File: config.mk
export PLATFORM = sky130hd
export DESIGN_NAME = pwm_bank
export DESIGN_NICKNAME = d
export VERILOG_FILES = /design/src/rtl/pwm_bank_pkg.sv /design/src/rtl/pwm_bank_dec.sv /design/src/rtl/pwm_chan.sv /design/src/rtl/pwm_bank.sv
export SDC_FILE = /design/constraint.sdc
export NUM_CORES = 2
export LEC_CHECK = 0
export CAP_MARGIN = 10
export CORE_ASPECT_RATIO = 0.6
export CORE_MARGIN = 2
export CORE_UTILIZATION = 26
export CTS_BUF_LIST = sky130_fd_sc_hd__clkbuf_16
export DETAILED_ROUTE_END_ITERATION = 10
export DONT_BUFFER_PORTS = 1
export PLACE_DENSITY_LB_ADDON = 0.05
export SYNTH_ARGS = -nofsm -noshare
export SYNTH_HDL_FRONTEND = slang
export SYNTH_HIERARCHICAL = 1
export SYNTH_SLANG_ARGS = --single-unit
File: constraint.sdc
create_clock -name clk_i -period 10.3 [get_ports clk_i]
set_input_delay 1.03 -clock clk_i [delete_from_list [all_inputs] [get_ports clk_i]]
set_output_delay 1.03 -clock clk_i [all_outputs]
set_load 0.01 [all_outputs]
File: src/rtl/pwm_bank_pkg.sv
`timescale 1ns/1ps
package pwm_bank_pkg;
  typedef enum logic [1:0] {
    REG_CNT    = 2'd0,
    REG_DUTY   = 2'd1,
    REG_PERIOD = 2'd2,
    REG_CTRL   = 2'd3
  } reg_sel_e;

  localparam int CTRL_W    = 9;
  localparam int B_EN      = 0;
  localparam int B_EXTCLK  = 1;
  localparam int B_NEGEDGE = 2;
  localparam int B_OE      = 3;
  localparam int B_ONESHOT = 4;
  localparam int B_IE      = 5;
  localparam int B_FLAG    = 6;
  localparam int B_CNTCLR  = 7;
  localparam int B_CAPT    = 8;

  localparam int REG_LSB   = 2;
  localparam int SLOT_LSB  = 4;
endpackage

File: src/rtl/pwm_bank_dec.sv
`timescale 1ns/1ps
module pwm_bank_dec
  import pwm_bank_pkg::*;
#(
  parameter int SLOT_W  = 2,
  parameter int WIN_LSB = 15,
  parameter int WIN_W   = 1,
  localparam int AW     = WIN_LSB + WIN_W,
  localparam int CH_W   = WIN_W + SLOT_W
) (
  input  logic [AW-1:0]   addr_i,
  output logic            hit_o,
  output logic [CH_W-1:0] ch_o,
  output reg_sel_e        reg_o
);
  localparam int GAP_LSB = SLOT_LSB + SLOT_W;

  assign reg_o = reg_sel_e'(addr_i[REG_LSB +: 2]);
  assign ch_o  = {addr_i[WIN_LSB +: WIN_W], addr_i[SLOT_LSB +: SLOT_W]};
  assign hit_o = (addr_i[1:0] == 2'b00) && (addr_i[WIN_LSB-1:GAP_LSB] == '0);
endmodule

File: src/rtl/pwm_chan.sv
`timescale 1ns/1ps
module pwm_chan
  import pwm_bank_pkg::*;
#(
  parameter int DW = 32
) (
  input  logic          clk_i,
  input  logic          rst_ni,
  input  logic          we_i,
  input  reg_sel_e      reg_sel_i,
  input  logic [DW-1:0] wdata_i,
  output logic [DW-1:0] rdata_o,
  output logic          pwm_o,
  output logic          oe_o,
  output logic          irq_o
);
  logic [DW-1:0]     cnt_q, duty_q, period_q;
  logic [CTRL_W-1:0] ctrl_q, ctrl_d;
  logic              wr_cnt, wr_duty, wr_period, wr_ctrl;
  logic              en, clr, wrap, period_end, active;

  assign wr_cnt    = we_i && (reg_sel_i == REG_CNT);
  assign wr_duty   = we_i && (reg_sel_i == REG_DUTY);
  assign wr_period = we_i && (reg_sel_i == REG_PERIOD);
  assign wr_ctrl   = we_i && (reg_sel_i == REG_CTRL);

  assign en  = ctrl_q[B_EN];
  assign clr = ctrl_q[B_CNTCLR];
  // compare one bit wider so an all-ones counter cannot overflow past the period
  assign wrap       = ({1'b0, cnt_q} + 1'b1) >= {1'b0, period_q};
  assign period_end = en && !clr && wrap;

  always_ff @(posedge clk_i or negedge rst_ni) begin
    if (!rst_ni) begin
      cnt_q <= '0;
    end else if (clr) begin
      cnt_q <= '0;
    end else if (wr_cnt) begin
      cnt_q <= wdata_i;
    end else if (en) begin
      cnt_q <= wrap ? '0 : cnt_q + 1'b1;
    end
  end

  always_ff @(posedge clk_i or negedge rst_ni) begin
    if (!rst_ni) begin
      duty_q   <= '0;
      period_q <= '0;
    end else begin
      if (wr_duty)   duty_q   <= wdata_i;
      if (wr_period) period_q <= wdata_i;
    end
  end

  always_comb begin
    ctrl_d = ctrl_q;
    if (wr_ctrl) begin
      ctrl_d         = wdata_i[CTRL_W-1:0];
      ctrl_d[B_FLAG] = (ctrl_q[B_FLAG] & ~wdata_i[B_FLAG]) | period_end;
    end else if (period_end) begin
      ctrl_d[B_FLAG] = 1'b1;
      if (ctrl_q[B_ONESHOT]) ctrl_d[B_EN] = 1'b0;
    end
  end

  always_ff @(posedge clk_i or negedge rst_ni) begin
    if (!rst_ni) ctrl_q <= '0;
    else         ctrl_q <= ctrl_d;
  end

  assign active = en && (cnt_q < duty_q);
  assign pwm_o  = ~active;
  assign oe_o   = ctrl_q[B_OE];
  assign irq_o  = ctrl_q[B_FLAG] & ctrl_q[B_IE];

  always_comb begin
    unique case (reg_sel_i)
      REG_CNT:    rdata_o = cnt_q;
      REG_DUTY:   rdata_o = duty_q;
      REG_PERIOD: rdata_o = period_q;
      default:    rdata_o = DW'(ctrl_q);
    endcase
  end

  a_r10_clear_holds_zero: assert property (@(posedge clk_i) disable iff (!rst_ni)
    clr |=> (cnt_q == '0));
  a_r4_hold_when_off: assert property (@(posedge clk_i) disable iff (!rst_ni)
    (!en && !clr && !wr_cnt) |=> $stable(cnt_q));
  a_r8_oneshot_stops: assert property (@(posedge clk_i) disable iff (!rst_ni)
    (period_end && ctrl_q[B_ONESHOT] && !wr_ctrl) |=> !ctrl_q[B_EN]);
  a_r5_flag_on_wrap: assert property (@(posedge clk_i) disable iff (!rst_ni)
    period_end |=> ctrl_q[B_FLAG]);
  a_r6_duty_zero_idle: assert property (@(posedge clk_i) disable iff (!rst_ni)
    (duty_q == '0) |-> pwm_o);
endmodule

File: src/rtl/pwm_bank.sv
`timescale 1ns/1ps
module pwm_bank
  import pwm_bank_pkg::*;
#(
  parameter int DW         = 32,
  parameter int CH_PER_WIN = 4,
  parameter int NUM_WIN    = 2,
  parameter int WIN_LSB    = 15,
  localparam int NUM_CH    = CH_PER_WIN * NUM_WIN,
  localparam int SLOT_W    = $clog2(CH_PER_WIN),
  localparam int WIN_W     = $clog2(NUM_WIN),
  localparam int AW        = WIN_LSB + WIN_W,
  localparam int CH_W      = SLOT_W + WIN_W
) (
  input  logic              clk_i,
  input  logic              rst_ni,
  input  logic              req_i,
  input  logic              we_i,
  input  logic [AW-1:0]     addr_i,
  input  logic [DW-1:0]     wdata_i,
  output logic [DW-1:0]     rdata_o,
  output logic [NUM_CH-1:0] pwm_o,
  output logic [NUM_CH-1:0] pwm_oe_o,
  output logic [NUM_CH-1:0] irq_o
);
  logic            hit;
  logic [CH_W-1:0] ch_idx;
  reg_sel_e        reg_sel;
  logic [NUM_CH-1:0] ch_we;
  logic [DW-1:0]   ch_rdata [NUM_CH];

  pwm_bank_dec #(
    .SLOT_W (SLOT_W),
    .WIN_LSB(WIN_LSB),
    .WIN_W  (WIN_W)
  ) u_dec (
    .addr_i(addr_i),
    .hit_o (hit),
    .ch_o  (ch_idx),
    .reg_o (reg_sel)
  );

  for (genvar i = 0; i < NUM_CH; i++) begin : g_ch
    assign ch_we[i] = req_i && we_i && hit && (ch_idx == CH_W'(i));

    pwm_chan #(.DW(DW)) u_chan (
      .clk_i    (clk_i),
      .rst_ni   (rst_ni),
      .we_i     (ch_we[i]),
      .reg_sel_i(reg_sel),
      .wdata_i  (wdata_i),
      .rdata_o  (ch_rdata[i]),
      .pwm_o    (pwm_o[i]),
      .oe_o     (pwm_oe_o[i]),
      .irq_o    (irq_o[i])
    );
  end

  assign rdata_o = hit ? ch_rdata[ch_idx] : '0;

  a_r2_one_target: assert property (@(posedge clk_i) disable iff (!rst_ni)
    $onehot0(ch_we));
  a_r2_miss_no_write: assert property (@(posedge clk_i) disable iff (!rst_ni)
    !hit |-> (ch_we == '0));
endmodule

# Word level (Yosys, flattened, before mapping)
# Index checks and enable logic that the tools add are counted.
[classes]
n_reduce_logical = 111
addsub = 16
n_bitwise = 34
magnitude_cmp = 17
mux = 84
eq_ne = 10
[ops]
columns = ["cell", "n"]
rows = [
  ["$mux 32", 35],
  ["$pmux 32 s3", 8],
  ["$add 32x1->33 const B", 8],
  ["$ge 33x32->1", 8],
  ["$add 32x1->32 const B", 8],
  ["$lt 32x32->1", 8],
  ["$bmux 32 s3", 1],
  ["$logic_and 1x1->1", 67],
  ["$mux 1", 40],
  ["$reduce_bool 2->1", 16],
  ["$reduce_bool 3->1", 8],
  ["$and 1x1->1", 16],
  ["$reduce_and 2->1", 8],
  ["$eq 3x3->1 const B", 4],
  ["$logic_not 9->1", 1],
  ["$not 1->1", 9],
  ["$logic_not 1->1", 8],
  ["$or 1x1->1", 8],
  ["$eq 3x2->1 const B", 2],
  ["$eq 2x2->1 const B", 2],
  ["$ge 4x4->1 const B", 1],
  ["$logic_not 2->1", 2],
  ["$not 3->4", 1],
  ["$eq 3x1->1 const B", 1],
  ["other kinds (2)", 2],
]
[word_totals]
wordCells = 320
reg_bits = 840
inputBits = 52
out_inout_bits = 56

# Longest topological paths before layout
[depth]
ltp_word = 7
mapped_depth = 18
ltp_nobuf = 15

# By module
# The synthesis kept the hierarchy.
[by_module_without_submodules]
columns = ["mod", "cells_each", "seq_area_each_um2", "area_each_um2", "instances"]
rows = [
  ["pwm_chan (g_ch[1].u_chan ...)", 717, 2627.5, 7164.4, 5],
  ["pwm_chan (g_ch[0].u_chan ...)", 716, 2627.5, 7119.3, 2],
  ["pwm_chan (g_ch[7].u_chan)", 706, 2627.5, 7093.1, 1],
  ["pwm_bank", 235, 0.0, 2159.6, 1],
  ["pwm_bank_dec", 9, 0.0, 61.3, 1],
]

# Worst setup path after synthesis
# OpenSTA, ideal clock, no wires.
[synth_timing]
path_kind = "input -> output"
from = "input port addr_i[2]"
to = "output port rdata_o[0]"
n_path_buf = 3
slack_ns = 6.320
arrival_ns = 2.950
t_required_ns = 9.270
path_stages = 7
cell_sequence = "buf_4 -> buf_2 -> buf_1 -> mux4_2 -> mux4_2 -> o22ai_1 -> nor2_1"
[synth_rtl]
columns = ["item", "line", "source"]
rows = [
  ["from (decl)", "pwm_bank.sv:19", "input logic [AW-1:0] addr_i,"],
  ["to (decl)", "pwm_bank.sv:21", "output logic [DW-1:0] rdata_o,"],
]

==> results.txt <==
status -> finished with violations
violated checks -> capacitance limit, slew limit
Reg clk slew, reported paths -> 0.06 ns
Syn Nets -> 6531
Tmin final -> 5.10 ns
post-route setup slack -> 5.20 ns
row cnt -> 135
Post-DP HPWL -> 178000 µm
Setup Skew -> 0.0261 ns
Total GRT Usage -> 22.2%
antenna-violating nets left -> 0
Max stage delay cell, worst path -> o21ai_0
worst-margin pin slew -> 1.53 ns
clk buf depth -> 3
Setup CP Type -> in2out
Synth cell types -> 75
VDD IR max -> 0.000118 V
Critical Path AT -> 4.07 ns
CTS tree -> built
Core Region -> 226000 µm²
# setup viols final -> 0
worst setup path startpoint -> addr_i[3]
chip height -> 374 µm
Routed WL -> 261000 µm
worst reg2reg path depth -> 15
GRT overflow -> 0
main flop type after synthesis -> dfrtp_1
vias in the first global route -> 45600
Mapped Cells -> 5967
Slew Limit Fails -> 2
CP cell instances -> mux2i_1 -> o21ai_0 -> mux2_2 -> o22ai_1 -> nor2_1
final core utilization -> 29.0%
Hold Buf Count CTS -> 1
Worst Setup Start Kind -> primary input
1st-iter DRT viols -> 4253
largest net degree at the start of global routing -> 297
Initial Util -> 26.2%
CP Capture Type -> primary output
Die Width -> 621 µm
clk_lat worst skew -> 0.74 ns
Hold Slack -> 0.210 ns
Peak Freq -> 196 MHz
Yosys reg bits -> 840
Avg Cell Area, Syn -> 9.95 µm²
vias per cell -> 5.22
layout cell share with drive strength beyond 1 -> 18.3%
placed cell areas -> 62500 µm²
CTS sink cnt -> 840
P_leak -> 30.0 nW
CTS HTree Levels -> 3
top cell type's share of synthesized area -> 35.4%
area leader, netlist -> dfrtp_1
router iterations before antenna repair -> 5
Buf+Inv Stages, Crit Path -> 0
first-pass GRT wire length -> 370000 µm
RR Endpoint -> g_ch[2].u_chan/cnt_q[2]$_DFFE_PN0P_
final hold viol count -> 0
power per cell area -> 109 nW/µm²
CTS root buffer -> clkbuf_16
pre-CTS WS -> 5.08 ns
hold crit path type -> in2async
Max-Cap Viols -> 1
period utilization -> 49.5%
top cells by area, synth -> dfrtp_1 35%, mux2_2 12%, ha_1 11%, mux4_2 3.8%, inv_1 3.7%
Nets -> 6424
number of enable flip-flop cells after synthesis -> 0
RSZ-0062 raised after global routing -> false
number of port buffers -> 0
CTS resizes -> 0
routability cong. -> 0.866
via count -> 46800
Reg2Reg Launch Point -> g_ch[2].u_chan/cnt_q[0]$_DFFE_PN0P_
drt drc -> 0
initial antenna violation count -> 37
sequential fraction of the synthesis area -> 35.4%
Final Cell Area -> 65700 µm²
routed len/inst -> 29.2 µm
Post-CTS Setup Repair Bufs -> 0
r2r setup slk -> 5.29 ns
Worst Path Required -> 9.27 ns
total CTS buffers -> 103
Syn. warnings -> 6
Rel. slew slack -> -2.79%
CP peak stage delay -> 1.02 ns
CP top delay family -> compound AO/OA/AOI/OAI gates
worst-path fanout max -> 296
share of flip-flops with an asynchronous set or reset -> 100%
I/O Pins -> 108
Syn Std Cell Area -> 59400 µm²
die area -> 232000 µm²
Final TNS setup -> 0 ns
area grow syn2layout -> 10.7%
how the worst max path moves through the flow:
| stage | end | cells past startpoint |
|---|---|---|
| floorplan | rdata_o[0] | 7 |
| global placement | g_ch[1].u_chan/cnt_q[18]$_DFFE_PN0P_ | 13 |
| detailed placement | g_ch[1].u_chan/cnt_q[18]$_DFFE_PN0P_ | 13 |
| CTS | pwm_o[4] | 8 |
| global route | g_ch[2].u_chan/cnt_q[2]$_DFFE_PN0P_ | 15 |
| finish | rdata_o[18] | 5 |
sequential cells by signal (all words and copies together), names as in the netlist:
signal / cells
g_ch.u_chan/cnt_q: 256
g_ch.u_chan/ctrl_q: 72
g_ch.u_chan/duty_q: 256
g_ch.u_chan/period_q: 256
layout by cell type (no fill, tap or decap), drive strengths merged, types with 13 or more instances in the layout:
master / n
and3: 28
nor2b: 35
a211oi: 26
nand4b: 13
mux4: 104
nand4: 209
nor3: 69
a31oi: 28
and2: 18
buf: 93
clkbuf: 103
nor2: 210
nand3: 236
nor4: 23
a22o: 40
nand2: 536
ha: 512
nand2b: 25
inv: 614
mux2i: 192
xnor2: 154
dfrtp: 840
a31o: 35
mux2: 622
xor2: 86
clkinv: 49
a21o: 84
o22ai: 42
a21oi: 164
a22oi: 202
o21ai: 384
and4: 29
cell usage after synthesis (154+ instances only):
library cell,count
nand3_1,225
nor2_1,200
xnor2_1,154
a22oi_1,202
ha_1,512
o21ai_0,320
a21oi_1,164
nand2_1,536
nand4_1,193
dfrtp_1,840
mux2_2,622
mux2i_1,192
inv_1,582
cell type report:
cell class	count	area, µm²
Antenna cell	9	22.5
Clock buffer	103	2580
Clock inverter	84	589
Fill cell	23700	161000
Inverter	587	2200
Multi-Input combinational cell	4235	34700
Sequential cell	840	21000
Tap cell	3014	3770
Timing Repair Buffer	93	818
layer usage:
metal  up-vias  GRT usage, %  part of all wire (%)
met5         -             0                0.0088
met4         4          4.26                   1.9
met3       200          4.03                   6.0
met2      1223          29.1                    38
met1     24000          36.6                    54
li1      21400             -                     -
kinds of logic (layout without fill, tap and decap cells):
family / after synthesis / count (layout) / synth area share (%)
xor gates and xnor gates: 240 / 240 / 3.60
adders and majority gates: 512 / 512 / 10.8
DFF: 840 / 840 / 35.4
AOI/OAI and AO/OA: 1092 / 1092 / 11.8
muxes: 918 / 918 / 19.0
other: 0 / 9 / 0
buffers and inverters: 892 / 867 / 6.47
and+or+nand+nor: 1473 / 1473 / 12.9
report_power, final:
group | total, W | leakage (nW) | internal [W] | switching (W)
sequential | 0.00330 | 11.6 | 0.00330 | 0.00000312
combinational | 0.000205 | 16.7 | 0.0000665 | 0.000139
clock | 0.00368 | 1.65 | 0.00199 | 0.00169
total | 0.00719 | 30.0 | 0.00535 | 0.00183
worst register-to-register path, cell delays in order (launching register included):
cell and delay (ns):
dfrtp_1 0.48, ha_1 0.31, nand4_1 0.25, nor3_4 0.59
nand3_1 0.35, nor3_1 0.25, xor2_1 0.22, ha_1 0.28
a21oi_1 0.15, o21ai_0 0.11, a22oi_1 0.16, nand3_1 0.21
nor3_4 0.78, buf_4 0.41, a31oi_1 0.15, o221ai_1 0.21
stage by stage:
step,total power [W],std cells
after floorplan,0.00350,5967
after global placement,0.00356,8766
after detailed placement,0.00356,8766
after CTS,0.00731,8954
after global routing,0.00744,8957
final,0.00719,8965
No activity file was read; power rests on OpenSTA's default activity.
